**src/rtl/dmairq_pkg.sv**
```systemverilog
package dmairq_pkg;

    localparam int ADDR_W  = 8;
    localparam int DATA_W  = 32;
    localparam int FIELD_W = 3;
    localparam int MAC_N   = 2;

    localparam int TX_FLAG_BIT  = 16;
    localparam int RX_FLAG_BIT  = 17;
    localparam int HOST_FLAG_BIT = 18;
    localparam int STAT_FLAG_BIT = 19;
    localparam int TX_FIELD_LSB = 0;
    localparam int RX_FIELD_LSB = 8;

    localparam logic [ADDR_W-1:0] A_TX_RAW  = 8'h00;
    localparam logic [ADDR_W-1:0] A_TX_MSK  = 8'h01;
    localparam logic [ADDR_W-1:0] A_TX_EN   = 8'h02;
    localparam logic [ADDR_W-1:0] A_TX_CLR  = 8'h03;
    localparam logic [ADDR_W-1:0] A_RX_RAW  = 8'h04;
    localparam logic [ADDR_W-1:0] A_RX_MSK  = 8'h05;
    localparam logic [ADDR_W-1:0] A_RX_EN   = 8'h06;
    localparam logic [ADDR_W-1:0] A_RX_CLR  = 8'h07;
    localparam logic [ADDR_W-1:0] A_MAC_RAW = 8'h08;
    localparam logic [ADDR_W-1:0] A_MAC_MSK = 8'h09;
    localparam logic [ADDR_W-1:0] A_MAC_EN  = 8'h0A;
    localparam logic [ADDR_W-1:0] A_MAC_CLR = 8'h0B;
    localparam logic [ADDR_W-1:0] A_VECTOR  = 8'h0C;
    localparam logic [ADDR_W-1:0] A_EOI     = 8'h0D;
    localparam logic [ADDR_W-1:0] A_TX_ACK  = 8'h20;
    localparam logic [ADDR_W-1:0] A_RX_ACK  = 8'h28;

    typedef enum logic [4:0] {
        SEL_NONE,
        SEL_TX_RAW, SEL_TX_MSK, SEL_TX_EN, SEL_TX_CLR,
        SEL_RX_RAW, SEL_RX_MSK, SEL_RX_EN, SEL_RX_CLR,
        SEL_MAC_RAW, SEL_MAC_MSK, SEL_MAC_EN, SEL_MAC_CLR,
        SEL_VECTOR, SEL_EOI, SEL_TX_ACK, SEL_RX_ACK
    } reg_sel_e;

    typedef struct packed {
        logic               tx_pend;
        logic [FIELD_W-1:0] tx_ch;
        logic               rx_pend;
        logic [FIELD_W-1:0] rx_ch;
        logic               host;
        logic               stat;
    } vec_fields_t;

    function automatic logic in_ack_window(input logic [ADDR_W-1:0] a,
                                           input logic [ADDR_W-1:0] base,
                                           input int nch);
        return (a[ADDR_W-1:FIELD_W] == base[ADDR_W-1:FIELD_W]) &&
               (int'(a[FIELD_W-1:0]) < nch);
    endfunction

    function automatic reg_sel_e decode_addr(input logic [ADDR_W-1:0] a,
                                             input int nch);
        reg_sel_e s;
        case (a)
            A_TX_RAW:  s = SEL_TX_RAW;
            A_TX_MSK:  s = SEL_TX_MSK;
            A_TX_EN:   s = SEL_TX_EN;
            A_TX_CLR:  s = SEL_TX_CLR;
            A_RX_RAW:  s = SEL_RX_RAW;
            A_RX_MSK:  s = SEL_RX_MSK;
            A_RX_EN:   s = SEL_RX_EN;
            A_RX_CLR:  s = SEL_RX_CLR;
            A_MAC_RAW: s = SEL_MAC_RAW;
            A_MAC_MSK: s = SEL_MAC_MSK;
            A_MAC_EN:  s = SEL_MAC_EN;
            A_MAC_CLR: s = SEL_MAC_CLR;
            A_VECTOR:  s = SEL_VECTOR;
            A_EOI:     s = SEL_EOI;
            default: begin
                if (in_ack_window(a, A_TX_ACK, nch))
                    s = SEL_TX_ACK;
                else if (in_ack_window(a, A_RX_ACK, nch))
                    s = SEL_RX_ACK;
                else
                    s = SEL_NONE;
            end
        endcase
        return s;
    endfunction

    function automatic logic [DATA_W-1:0] pack_vector(input vec_fields_t f);
        logic [DATA_W-1:0] v;
        v = '0;
        v[TX_FLAG_BIT]   = f.tx_pend;
        v[RX_FLAG_BIT]   = f.rx_pend;
        v[HOST_FLAG_BIT] = f.host;
        v[STAT_FLAG_BIT] = f.stat;
        v[TX_FIELD_LSB +: FIELD_W] = f.tx_ch;
        v[RX_FIELD_LSB +: FIELD_W] = f.rx_ch;
        return v;
    endfunction

endpackage

```
**src/rtl/dmairq_bank.sv**
```systemverilog
module dmairq_bank #(
    parameter int N = 8
) (
    input  logic         clk,
    input  logic         rst,
    input  logic [N-1:0] evt_i,
    input  logic [N-1:0] clr_i,
    input  logic [N-1:0] en_set_i,
    input  logic [N-1:0] en_clr_i,
    output logic [N-1:0] raw_o,
    output logic [N-1:0] en_o
);

    for (genvar g = 0; g < N; g++) begin : g_bit
        // A fresh event overrides a same-cycle clear.
        always_ff @(posedge clk) begin
            if (rst)
                raw_o[g] <= 1'b0;
            else if (evt_i[g])
                raw_o[g] <= 1'b1;
            else if (clr_i[g])
                raw_o[g] <= 1'b0;
        end

        always_ff @(posedge clk) begin
            if (rst)
                en_o[g] <= 1'b0;
            else if (en_set_i[g])
                en_o[g] <= 1'b1;
            else if (en_clr_i[g])
                en_o[g] <= 1'b0;
        end
    end

endmodule

```
**src/rtl/dmairq_lowest.sv**
```systemverilog
module dmairq_lowest #(
    parameter int N     = 8,
    parameter int IDX_W = 3
) (
    input  logic [N-1:0]     vec_i,
    output logic             valid_o,
    output logic [IDX_W-1:0] idx_o
);

    always_comb begin
        valid_o = |vec_i;
        idx_o   = '0;
        // Scan downward so that the lowest set bit is assigned last.
        for (int i = N - 1; i >= 0; i--) begin
            if (vec_i[i])
                idx_o = IDX_W'(i);
        end
    end

endmodule

```
**src/rtl/dmairq_line.sv**
```systemverilog
module dmairq_line (
    input  logic clk,
    input  logic rst,
    input  logic any_i,
    input  logic eoi_i,
    output logic irq_o
);

    // Latched line: it rises on any source and falls only on end-of-interrupt.
    always_ff @(posedge clk) begin
        if (rst)
            irq_o <= 1'b0;
        else if (eoi_i)
            irq_o <= 1'b0;
        else if (!irq_o)
            irq_o <= any_i;
    end

endmodule

```
**src/rtl/dma_irq_vector.sv**
```systemverilog
module dma_irq_vector
    import dmairq_pkg::*;
#(
    parameter int NCH = 8
) (
    input  logic              clk,
    input  logic              rst,
    input  logic [NCH-1:0]    tx_done_i,
    input  logic [NCH-1:0]    rx_done_i,
    input  logic              host_err_i,
    input  logic              stat_evt_i,
    input  logic              reg_wr_i,
    input  logic [ADDR_W-1:0] reg_addr_i,
    input  logic [DATA_W-1:0] reg_wdata_i,
    output logic [DATA_W-1:0] reg_rdata_o,
    output logic              irq_o
);

    localparam int IDX_W = (NCH > 1) ? $clog2(NCH) : 1;
    localparam logic [NCH-1:0] ONE_CH = NCH'(1);

    reg_sel_e          sel;
    logic [IDX_W-1:0]  ack_idx;
    logic [NCH-1:0]    tx_raw, tx_en, rx_raw, rx_en;
    logic [NCH-1:0]    tx_ack_clr, rx_ack_clr;
    logic [NCH-1:0]    tx_en_set, tx_en_clr, rx_en_set, rx_en_clr;
    logic [MAC_N-1:0]  mac_raw, mac_en, mac_evt, mac_w1c, mac_en_set, mac_en_clr;
    logic [NCH-1:0]    tx_msk, rx_msk;
    logic [MAC_N-1:0]  mac_msk;
    vec_fields_t       vf;
    logic [DATA_W-1:0] vec_word;
    logic              any_src;
    logic              eoi_wr;

    assign sel     = decode_addr(reg_addr_i, NCH);
    assign ack_idx = reg_addr_i[IDX_W-1:0];

    // Write-side strobes.
    always_comb begin
        tx_ack_clr = '0;
        rx_ack_clr = '0;
        tx_en_set  = '0;
        tx_en_clr  = '0;
        rx_en_set  = '0;
        rx_en_clr  = '0;
        mac_w1c    = '0;
        mac_en_set = '0;
        mac_en_clr = '0;
        if (reg_wr_i) begin
            case (sel)
                SEL_TX_ACK:  tx_ack_clr = ONE_CH << ack_idx;
                SEL_RX_ACK:  rx_ack_clr = ONE_CH << ack_idx;
                SEL_TX_EN:   tx_en_set  = reg_wdata_i[NCH-1:0];
                SEL_TX_CLR:  tx_en_clr  = reg_wdata_i[NCH-1:0];
                SEL_RX_EN:   rx_en_set  = reg_wdata_i[NCH-1:0];
                SEL_RX_CLR:  rx_en_clr  = reg_wdata_i[NCH-1:0];
                SEL_MAC_RAW: mac_w1c    = reg_wdata_i[MAC_N-1:0];
                SEL_MAC_EN:  mac_en_set = reg_wdata_i[MAC_N-1:0];
                SEL_MAC_CLR: mac_en_clr = reg_wdata_i[MAC_N-1:0];
                default: ;
            endcase
        end
    end

    assign eoi_wr  = reg_wr_i && (sel == SEL_EOI);
    assign mac_evt = {stat_evt_i, host_err_i};

    dmairq_bank #(.N(NCH)) u_tx_bank (
        .clk(clk), .rst(rst), .evt_i(tx_done_i), .clr_i(tx_ack_clr),
        .en_set_i(tx_en_set), .en_clr_i(tx_en_clr),
        .raw_o(tx_raw), .en_o(tx_en)
    );

    dmairq_bank #(.N(NCH)) u_rx_bank (
        .clk(clk), .rst(rst), .evt_i(rx_done_i), .clr_i(rx_ack_clr),
        .en_set_i(rx_en_set), .en_clr_i(rx_en_clr),
        .raw_o(rx_raw), .en_o(rx_en)
    );

    dmairq_bank #(.N(MAC_N)) u_mac_bank (
        .clk(clk), .rst(rst), .evt_i(mac_evt), .clr_i(mac_w1c),
        .en_set_i(mac_en_set), .en_clr_i(mac_en_clr),
        .raw_o(mac_raw), .en_o(mac_en)
    );

    assign tx_msk  = tx_raw & tx_en;
    assign rx_msk  = rx_raw & rx_en;
    assign mac_msk = mac_raw & mac_en;

    logic               tx_valid, rx_valid;
    logic [FIELD_W-1:0] tx_ch, rx_ch;

    dmairq_lowest #(.N(NCH), .IDX_W(FIELD_W)) u_tx_enc (
        .vec_i(tx_msk), .valid_o(tx_valid), .idx_o(tx_ch)
    );

    dmairq_lowest #(.N(NCH), .IDX_W(FIELD_W)) u_rx_enc (
        .vec_i(rx_msk), .valid_o(rx_valid), .idx_o(rx_ch)
    );

    always_comb begin
        vf.tx_pend = tx_valid;
        vf.tx_ch   = tx_ch;
        vf.rx_pend = rx_valid;
        vf.rx_ch   = rx_ch;
        vf.host    = mac_msk[0];
        vf.stat    = mac_msk[1];
    end

    assign vec_word = pack_vector(vf);
    assign any_src  = tx_valid | rx_valid | (|mac_msk);

    dmairq_line u_line (
        .clk(clk), .rst(rst), .any_i(any_src), .eoi_i(eoi_wr), .irq_o(irq_o)
    );

    // Read path.
    always_comb begin
        case (sel)
            SEL_TX_RAW:              reg_rdata_o = DATA_W'(tx_raw);
            SEL_TX_MSK:              reg_rdata_o = DATA_W'(tx_msk);
            SEL_TX_EN, SEL_TX_CLR:   reg_rdata_o = DATA_W'(tx_en);
            SEL_RX_RAW:              reg_rdata_o = DATA_W'(rx_raw);
            SEL_RX_MSK:              reg_rdata_o = DATA_W'(rx_msk);
            SEL_RX_EN, SEL_RX_CLR:   reg_rdata_o = DATA_W'(rx_en);
            SEL_MAC_RAW:             reg_rdata_o = DATA_W'(mac_raw);
            SEL_MAC_MSK:             reg_rdata_o = DATA_W'(mac_msk);
            SEL_MAC_EN, SEL_MAC_CLR: reg_rdata_o = DATA_W'(mac_en);
            SEL_VECTOR:              reg_rdata_o = vec_word;
            default:                 reg_rdata_o = '0;
        endcase
    end

endmodule

```
**config.mk**
```make
export PLATFORM = sky130hd
export DESIGN_NAME = dma_irq_vector
export DESIGN_NICKNAME = d
export VERILOG_FILES = /design/src/rtl/dmairq_pkg.sv /design/src/rtl/dmairq_bank.sv /design/src/rtl/dmairq_lowest.sv /design/src/rtl/dmairq_line.sv /design/src/rtl/dma_irq_vector.sv
export SDC_FILE = /design/constraint.sdc
export NUM_CORES = 1
export LEC_CHECK = 0
export BUFFER_PORTS_ARGS = -buffer_cell sky130_fd_sc_hd__buf_2
export CAP_MARGIN = 20
export CORE_ASPECT_RATIO = 0.8
export CORE_MARGIN = 2
export CORE_UTILIZATION = 28
export DETAILED_ROUTE_END_ITERATION = 7
export PLACE_DENSITY = 0.51
export REMOVE_ABC_BUFFERS = 1
export SLEW_MARGIN = 40
export SYNTH_ARGS = -nofsm -noshare
export SYNTH_HDL_FRONTEND = slang
export SYNTH_SLANG_ARGS = --single-unit
```
**constraint.sdc**
```tcl
create_clock -name clk -period 3.7 [get_ports clk]
set_clock_uncertainty 0.15 [all_clocks]
set_input_delay 0.555 -clock clk [delete_from_list [all_inputs] [get_ports clk]]
set_output_delay 0.555 -clock clk [all_outputs]
set_load 0.02 [all_outputs]
```
* Yosys cells after proc, flatten, opt, wreduce, memory -nomap -nowiden
Index checks and enable logic that the tools add are counted.
** Word-level totals
- Bits in registers :: 37
- Input port bits :: 61
- Output and inout bits :: 33
- Word-level logic and storage cells :: 230
** Cells by class
- Equal/unequal tests :: 31
- Shift operators :: 1
- Multiplexer cells :: 111
- Bitwise operators :: 5
- Reductions and logical operators :: 45
** Operators by type and width (count)
- $pmux W20 S10 :: 1
- $mux W8 :: 12
- $mux W1 :: 73
- $reduce_bool A2 Y1 :: 36
- $pmux W5 S14 :: 1
- $eq A8 B4 Y1 const B :: 6
- $mux W3 :: 16
- $eq A5 B4 Y1 const B :: 8
- $eq A8 B3 Y1 const B :: 4
- $eq A5 B3 Y1 const B :: 6
- $and A8 B8 Y8 :: 2
- $eq A8 B2 Y1 const B :: 2
- $reduce_or A8 Y1 :: 2
- $mux W2 :: 6
- $eq A5 B2 Y1 const B :: 2
- $mux W5 :: 2
- $reduce_or A2 Y1 :: 5
- $eq A8 B1 Y1 const B :: 1
- $logic_not A8 Y1 :: 1
- $shl A1 B3 Y8 const A :: 1
- $eq A5 B1 Y1 const B :: 1
- $eq A5 B5 Y1 const B :: 1
- $and A2 B2 Y2 :: 1
- $or A1 B1 Y1 :: 2
- $logic_and A1 B1 Y1 :: 1

* Longest topological paths before layout
Gate-level depths: netlist of the first run.
- Depth in word-level cells :: 10
- Gate-level depth with buffers :: 7
- Gate-level depth less buffers :: 5

* Hierarchy
A second synthesis of the first run with hierarchy kept.
** Second synthesis, totals
- Cells, all modules :: 368
- Area total of the unflattened synthesis :: 2643.8 um2
** Modules (own cells, without submodules)
- dmairq_bank (u_rx_bank ...) :: times used 2, cells an instance 66, area an instance 629.4 um2, sequential area each 320.3 um2
- dma_irq_vector :: times used 1, cells an instance 191, area an instance 1048.5 um2, sequential area each 0.0 um2
- dmairq_lowest :: times used 2, cells an instance 13, area an instance 81.3 um2, sequential area each 0.0 um2
- dmairq_bank (u_mac_bank) :: times used 1, cells an instance 16, area an instance 140.1 um2, sequential area each 80.1 um2
- dmairq_line :: times used 1, cells an instance 3, area an instance 33.8 um2, sequential area each 20.0 um2

* Worst setup path before layout of the first run
No wires, ideal clock.
- Path kind :: input to output
- From :: input reg_addr_i[6]
- To :: output reg_rdata_o[1]
- Arrival :: 1896 ps
- Required time :: 2995 ps
- Slack :: 1099 ps
- Cell stages on the path :: 5
- Path buffers :: 0
- Cell sequence :: or4_4 > nor3_4 > nand3_4 > o32ai_1 > or3_1
** On the way
- Cells in the longest elaborated chain, start to end :: 7
- Elaborated cells on any way between the ends :: 36
- Those cells by class :: eq/ne: 28; mux: 4; reduce/logical: 4
** RTL lines
- start: declaration :: RTL line dma_irq_vector.sv:13 : input logic [ADDR_W-1:0] reg_addr_i,
- $eq A5 B3 Y1 :: RTL line dmairq_pkg.sv:52 : return (a[ADDR_W-1:FIELD_W] == base[ADDR_W-1:FIELD_W]) &&
- $mux W5 :: RTL line dmairq_pkg.sv:77 : else if (in_ack_window(a, A_RX_ACK, nch))
- $mux W5 :: RTL line dmairq_pkg.sv:75 : if (in_ack_window(a, A_TX_ACK, nch))
- $pmux W5 S14 (*) :: RTL line dmairq_pkg.sv:59 : case (a)
- $eq A5 B4 Y1, or another cell as far along :: RTL line dma_irq_vector.sv:119 : case (sel)
- $reduce_or A2 Y1 :: RTL line dma_irq_vector.sv:119
- $pmux W20 S10 (*) :: RTL line dma_irq_vector.sv:119
- end: declaration :: RTL line dma_irq_vector.sv:15 : output logic [DATA_W-1:0] reg_rdata_o,
Mark *: on every way between the ends. The rest lies on a longest branch, timed or not.

* Worst setup path after layout of the first run
- From :: input reg_addr_i[6]
- To :: output reg_rdata_o[2]
The elaborated chain is that of the path after synthesis.

==> flow_summary.ini, run 1 <==
[finish]
n_fill_cell = 875
layout.nets = 424
drive_above_1_share = 0.190
antenna_cells = 0
area_growth_pct = 16.5
stdcell_count = 472

[clock_tree]
htreeDepth = 2
cts_tree = yes
clock_path_buffers = 2
cts_sinks = 37
cts_hold_buffers = 0
post_cts_buffers = 0
clk_pin_slew_worst_paths_ns = 0.08
numCtsBuffers = 5
clk_latency_ns = 0.29
postCtsResizedCells = 0
ctsRootBufferMaster = clkbuf_8

[global_route]
grt.total_usage = 0.173
antenna_found_initial = 0
grt_max_degree = 39
grt_pass1_vias = 2231
grt_overflow_total = 0
grt_pass1_wl_um = 12100

[synthesis]
yosysTopAreaCell = dfxtp_1
synthTopCellsByArea = dfxtp_1 (32%), a21oi_1 (7.0%), nand2_1 (6.4%)
synthCells = 319
synth_common_cells = nand2_1 (39), dfxtp_1 (37), a21oi_1 (32)
synth_top_area_frac = 0.324
async_flop_share = 0
synth.avg_cell_area_um2 = 7.17
synth_most_common_cell = nand2_1
synthFlopType = dfxtp_1
synth_edf_count = 0
synth_area_mm2 = 0.00229
synth_seq_area_share = 0.324
ys_seq_elements = 37
synthDistinctLibCells = 47
yosysWarnings = 0

[critical_path]
path_max_fanout = 10
required_ns = 2.99
critPathArrivalTime_ns = 2.38
cp-start-kind = input pin
end_kind = output pin
crit_type = input pin to output pin

[sta]
fin_crit_sh = 0.835
finalSetupTns_ns = 0
finalCriticalPeriod_ns = 3.09
fmax_mhz = 324
rsz0062_at_grt = false
hold_viol = 0
slew_headroom = 0.504
worstMarginPinSlew_ns = 0.744
slew_violations = 0
setup_violations = 0

[place]
gp_congestion = 0.850
dp.cells = 464
port_buffers = 52
dp_hpwl_um = 5480

[floorplan]
io_pins = 94
die_w_um = 105
die-area_mm2 = 0.00892
core-area_mm2 = 0.00795
die_h_um = 84.9
initial_core_util = 0.288
rows = 29

[job]
max-cap-violations = 0

[routing]
ant_nets = 0
vias_per_cell = 5.22
wire_per_inst_um = 15.9
dr.pass1.iters = 5
vias = 2463
finalWirelength_um = 7530
drt_iter0_markers = 228
drc_errors = 0

[outcome]
outcome = completed

[hold_path]
hp-class = input pin to register

[power]
p_leak_nw = 1.08
power.density_mw_per_mm2 = 318
peakVddDrop_uv = 142
-- cells by family (layout without fill, tap and decap cells) --
family,Yosys count,in the layout,synth area share
AOI/OAI and AO/OA,109,109,0.283
buffers and inverters,47,76,0.107
DFF,37,37,0.324
muxes,3,3,0.0131
other,1,17,0.00164
and+or+nand+nor,122,122,0.271
-- layer usage --
layer  part of all wire  vias to the layer above  track usage
li1                   -                     1196            -
met1               0.51                     1140        0.266
met2               0.40                      115        0.237
met3              0.070                       12       0.0392
met4              0.016                        0       0.0545
met5                  0                        -            0
-- per-stage QoR --
stage                     total power, mW  hold WS (ns)  cell area [um^2]  setup slack, ns  utilization
after floorplan                     0.487         0.306              2150             1.02            -
after global placement              0.548         0.331              2570            0.649        0.323
after detailed placement            0.549         0.348              2570            0.665        0.323
after CTS                           0.856         0.315              2670            0.661        0.336
after global routing                0.891         0.326              2670            0.523        0.336
final                               0.848         0.317              2670            0.610        0.336
-- cells in the final DEF, fill, tap and decap left out, types with 5 or more instances in the layout --
master    Yosys  routed
nand3_1      13      13
o21ai_1      29      29
inv_1        13      13
conb_1        1      17
o21ai_0      12      12
nand2_1      39      39
o22ai_1       7       7
a32oi_1       5       5
clkbuf_8      0       6
nor2b_1      11      11
a21o_1        5       5
buf_2         4      52
dfxtp_1      37      37
nor2_1       29      29
a21oi_1      32      32
-- registers in the layout, indices dropped and copies added, names as in the netlist --
signal,count
u_rx_bank.raw_o,8
u_line.irq_o,1
u_tx_bank.raw_o,8
u_rx_bank.en_o,8
u_tx_bank.en_o,8
u_mac_bank.raw_o,2
u_mac_bank.en_o,2
-- path summary, 6_finish.rpt --
kind,to,from,cells after the start,slack [ns]
min reg2reg,u_rx_bank.raw_o[3],u_rx_bank.raw_o[3],2,0.36
max,reg_rdata_o[2],reg_addr_i[6],6,0.61
min,u_rx_bank.raw_o[7],rx_done_i[7],3,0.32
max reg2reg,u_line.irq_o,u_rx_bank.raw_o[3],4,2.24
-- worst max-delay path, stage by stage --
cell and delay (ns):
buf_2 0.11, nor3_2 0.38, nand4_1 0.51, o32a_1 0.51, o21ai_1 0.11, buf_2 0.20
-- cell type report --
type	count	area, um^2	share of cell area
multi-input combinational	251	1360	0.511
sequential	37	741	0.278
timing repair buffer	55	283	0.106
tap	108	135	0.0507
clock buffer	6	82.6	0.0310
inverter	13	48.8	0.0183
clock inverter	2	13.8	0.00516
-- where the power goes --
| group | switching, mW | internal (mW) |
|---|---|---|
| clock | 0.155 | 0.151 |
| combinational | 0.0774 | 0.0355 |
| sequential | 0.0166 | 0.412 |
Power figures use the tool's default switching activity.
==> run 2, diff against run 1 <==
--- a/config.mk
+++ b/config.mk
@@ -11,7 +11,7 @@
 export CORE_MARGIN = 2
 export CORE_UTILIZATION = 28
 export DETAILED_ROUTE_END_ITERATION = 7
-export PLACE_DENSITY = 0.51
+export PLACE_DENSITY = 0.53
 export REMOVE_ABC_BUFFERS = 1
 export SLEW_MARGIN = 40
 export SYNTH_ARGS = -nofsm -noshare
==> constraint.sdc (replaced) <==
create_clock -name clk -period 2.5 [get_ports clk]
set_clock_uncertainty 0.15 [all_clocks]
set_input_delay 0.375 -clock clk [delete_from_list [all_inputs] [get_ports clk]]
set_output_delay 0.375 -clock clk [all_outputs]
set_load 0.02 [all_outputs]
==> run 2 against run 1 <==
Clock power up 47%; final cell count rose by 2.5%; critical path type unchanged; critical path depth increased by 1; critical endpoint is now reg_rdata_o[3]; die area is the same; highest routed layer unchanged; via count is 0.24% lower; setup slack worse by 0.52 ns; register-to-register slack got worse by 1.2 ns; total power grew 49%; global-route usage grew 0.15 points; sequential cell count unchanged; routed wire length is 1.3% higher.
==> flow_summary.ini, run 2 (synthesis results as in run 1) <==
[finish]
mostFrequentLayoutCell = buf_2
n_fill_cell = 875
area_growth_pct = 20.6
layout.nets = 436
final_cell_mix = buf_2 (52), nand2_1 (39), dfxtp_1 (37)
antenna_cells = 0
drive_above_1_share = 0.215

[clock_tree]
cts_tree = yes
cts_hold_buffers = 0
cts_sinks = 37
ctsRootBufferMaster = clkbuf_8
clock_path_buffers = 2
htreeDepth = 2
post_cts_buffers = 0
clk_pin_slew_worst_paths_ns = 0.08
postCtsResizedCells = 0
numCtsBuffers = 5
clk_latency_ns = 0.29

[hold_path]
hp-class = input pin to register

[routing]
dr.pass1.iters = 5
vias_per_cell = 5.08
drc_errors = 0
ant_nets = 0
vias = 2457
finalWirelength_um = 7630
drt_iter0_markers = 171
wire_per_inst_um = 15.8

[sta]
slew_violations = 0
finalCriticalPeriod_ns = 2.41
fmax_mhz = 415
setup_violations = 0
hold_viol = 0
fin_crit_sh = 0.964
slew_headroom = 0.569
finalSetupTns_ns = 0
worstMarginPinSlew_ns = 0.642
rsz0062_at_grt = false

[critical_path]
cp_slowest_stage_delay_ns = 0.56
path_max_fanout = 8
worstSetupStartpoint = reg_addr_i[6]
worstPathCellList = buf_2 > or4_4 > nor3_4 > buf_6 > a21oi_1 > o21ai_1 > buf_2
reg2reg_slack_ns = 1.03
r2r_cells = 4
crit_end = reg_rdata_o[3]
worstReg2RegStart = u_rx_bank.en_o[3]
cp_top_family = simple AND/OR/NAND/NOR gates
crit_type = input pin to output pin
crit_slowest_cell = or4_4
path_buf_inv = 3
reg2reg_to = u_line.irq_o
critPathArrivalTime_ns = 1.88
required_ns = 1.98
end_kind = output pin
cp.depth = 7
crit_top_cell = buf_2
cp-start-kind = input pin

[job]
max-cap-violations = 0

[place]
gp_congestion = 0.946
dp_hpwl_um = 5720
port_buffers = 52

[outcome]
outcome = completed

[global_route]
grt_max_degree = 25
grt_overflow_total = 0
grt_pass1_wl_um = 12300
grt_pass1_vias = 2356
grt.total_usage = 0.175
antenna_found_initial = 0

[power]
power_mw = 1.26
peakVddDrop_uv = 179
power.density_mw_per_mm2 = 458
p_leak_nw = 1.14

[floorplan]
die-area_mm2 = 0.00892
initial_core_util = 0.288
io_pins = 94
die_h_um = 84.9
core-area_mm2 = 0.00795
rows = 29
die_w_um = 105
## run 2: routing by layer
layer  GRT usage  vias to the layer above  routed length [um]
met1       0.253                     1097                3510
met4      0.0424                        0                  66
met3      0.0353                        8                 856
met2       0.267                      135                3190
li1            -                     1217                   -
met5           0                        -                   0
## run 2: worst min path at each step
stage	to	slack, ns	startpoint	cells after the start
5_1_grt	u_rx_bank.raw_o[7]	0.14	rx_done_i[7]	3
6_report	u_rx_bank.raw_o[5]	0.14	rx_done_i[5]	3
4_1_cts	u_rx_bank.raw_o[5]	0.14	rx_done_i[5]	3
2_1_floorplan	u_mac_bank.raw_o[0]	0.29	rst	1
3_5_place_dp	u_rx_bank.en_o[1]	0.35	u_rx_bank.en_o[1]	2
3_3_place_gp	u_rx_bank.raw_o[3]	0.33	u_rx_bank.raw_o[3]	2
## run 2: layout make-up
class	count	area (um^2)	area share
Multi-Input combinational cell	251	1360	0.494
Sequential cell	37	741	0.268
Timing Repair Buffer	67	377	0.136
Tap cell	108	135	0.0490
Clock buffer	6	82.6	0.0299
Inverter	13	48.8	0.0177
Clock inverter	2	13.8	0.00499
## run 2: through the flow
| stage | instance area (um^2) | std cells | utilization | hold slack [ns] | setup WS (ns) |
|---|---|---|---|---|---|
| after floorplan | 2150 | 301 | - | 0.294 | 0.177 |
| after detailed placement | 2660 | 476 | 0.335 | 0.345 | 0.0635 |
| final | 2760 | 484 | 0.347 | 0.136 | 0.0909 |
| after CTS | 2760 | 484 | 0.347 | 0.135 | 0.0606 |
| after global routing | 2760 | 484 | 0.347 | 0.144 | 0.0226 |
| after global placement | 2660 | 476 | 0.335 | 0.332 | 0.0689 |
## run 2: power by group
group / switching [mW] / total, mW / internal, mW
sequential: 0.0249 / 0.635 / 0.610
combinational: 0.117 / 0.177 / 0.0599
clock: 0.228 / 0.452 / 0.224
total: 0.370 / 1.26 / 0.894
## run 2: worst min-delay path, cell delays in order
cell     delay (ns)
buf_2          0.08
a21oi_1        0.03
nor2_1         0.07
==> run 3, diff against run 2 <==
--- a/config.mk
+++ b/config.mk
@@ -5,6 +5,7 @@
 export SDC_FILE = /design/constraint.sdc
 export NUM_CORES = 1
 export LEC_CHECK = 0
+export ABC_AREA = 1
 export BUFFER_PORTS_ARGS = -buffer_cell sky130_fd_sc_hd__buf_2
 export CAP_MARGIN = 20
 export CORE_ASPECT_RATIO = 0.8
==> run 3 against run 2 <==
Routed wire length up 10%; worst hold slack got worse by 0.0034 ns; global-route usage up 0.87 points; critical path depth up 2; die area rose by 5.8%; combinational power decreased by 12%; critical endpoint is now reg_rdata_o[6]; highest routed layer unchanged.
==> flow_summary.ini, run 3 <==
[job]
max-cap-violations = 0

[critical_path]
worstReg2RegStart = u_tx_bank.raw_o[0]
end_kind = output pin
path_max_fanout = 9
crit_type = input pin to output pin
worstSetupStartpoint = reg_addr_i[6]
critPathArrivalTime_ns = 1.80
required_ns = 1.98
cp-start-kind = input pin

[clock_tree]
cts_hold_buffers = 0
numCtsBuffers = 5
cts_sinks = 37
htreeDepth = 2
clock_path_buffers = 2
ctsRootBufferMaster = clkbuf_8
cts_tree = yes
clk_pin_slew_worst_paths_ns = 0.08
postCtsResizedCells = 0
post_cts_buffers = 0
clk_latency_ns = 0.30

[sta]
finalSetupTns_ns = 0
fin_crit_sh = 0.929
slew_headroom = 0.516
slew_violations = 0
fmax_mhz = 431
setup_violations = 0
rsz0062_at_grt = false
worstMarginPinSlew_ns = 0.727
finalCriticalPeriod_ns = 2.32
hold_viol = 0

[place]
dp_hpwl_um = 6250
port_buffers = 52
gp_congestion = 0.925
place_area_mm2 = 0.00279

[hold_path]
min_from = host_err_i
hp-class = input pin to register

[finish]
drive_above_1_share = 0.191
fin_area_mm2 = 0.00290
layout.nets = 500
antenna_cells = 0
area_growth_pct = 19.6
mostFrequentLayoutCell = nand2_1
final_cell_mix = nand2_1 (100), buf_2 (52), a21oi_1 (44)
n_fill_cell = 956
utilization = 0.344

[global_route]
grt.total_usage = 0.183
grt_overflow_total = 0
grt_max_degree = 38
grt_pass1_vias = 2430
antenna_found_initial = 0
grt_pass1_wl_um = 12900

[routing]
dr.pass1.iters = 5
finalWirelength_um = 8420
wire_per_inst_um = 15.2
drt_iter0_markers = 205
vias_per_cell = 4.83
ant_nets = 0
vias = 2668
drc_errors = 0

[synthesis]
synth_seq_area_share = 0.305
synth_top_area_frac = 0.305
ys_seq_elements = 37
yosysTopAreaCell = dfxtp_1
synth_most_common_cell = nand2_1
async_flop_share = 0
synth.avg_cell_area_um2 = 6.37
synthCells = 381
yosysWarnings = 0
synth_edf_count = 0
synthDistinctLibCells = 31
synth_common_cells = nand2_1 (100), a21oi_1 (44), inv_1 (41)
synthFlopType = dfxtp_1
synth_area_mm2 = 0.00243
synthTopCellsByArea = dfxtp_1 (31%), nand2_1 (15%), a21oi_1 (9.1%)

[power]
power.density_mw_per_mm2 = 463
p_leak_nw = 1.39
peakVddDrop_uv = 240

[floorplan]
die-area_mm2 = 0.00943
die_h_um = 87.3
core-area_mm2 = 0.00845
initial_core_util = 0.287
rows = 30
die_w_um = 108
io_pins = 94

[outcome]
outcome = completed
-- run 3: worst max-delay path, stage by stage --
cell	delay, ns
buf_2	0.12
nor2_4	0.12
nand3_4	0.16
nor2_4	0.18
nand2_1	0.14
inv_1	0.10
nand2_1	0.15
o2111ai_1	0.25
buf_2	0.20
-- run 3: through the flow --
stage	hold WS [ns]	std cells	setup slack, ns	power, mW
after global placement	0.323	544	0.150	0.793
after global routing	0.149	552	0.0134	1.40
final	0.133	552	0.178	1.34
after floorplan	0.294	373	0.390	0.717
after detailed placement	0.331	544	0.139	0.795
after CTS	0.136	552	0.143	1.36
-- run 3: routing by layer --
layer  GRT usage  vias to the layer above  wire [um]
met5           0                        -          0
met4      0.0443                        0         99
met3      0.0322                        8        691
met1       0.278                     1198       4250
met2       0.266                      120       3380
li1            -                     1342          -
-- run 3: layout make-up --
cell class              instances  area [um^2]  share of cell area
multi-input cells             291         1420               0.491
flip-flops and latches         37          741               0.255
repair buffers                 59          313               0.108
inverters                      45          169              0.0582
well taps                     112          140              0.0483
clock buffers                   7         86.3              0.0297
clock inverters                 1         30.0              0.0103
-- run 3: cells by family (layout without fill, tap and decap cells) --
family,count (synthesis),after routing,synth area share
AO/OA/AOI/OAI,88,88,0.199
buffers and inverters,69,112,0.133
flip-flops,37,37,0.305
other,1,17,0.00154
AND/OR/NAND/NOR,186,186,0.361
-- run 3: path summary, 6_finish.rpt --
path	end	slack (ns)	depth (start not counted)
worst max-delay path	reg_rdata_o[6]	0.18	9
worst min-delay path	u_mac_bank.raw_o[0]	0.13	3
worst max register to register	u_line.irq_o	1.09	6
worst min register to register	u_rx_bank.en_o[2]	0.34	2
-- run 3: where the power goes --
part / internal, mW / total (mW) / switching (mW)
clock network: 0.326 / 0.561 / 0.235
logic: 0.0460 / 0.155 / 0.109
registers: 0.610 / 0.629 / 0.0188
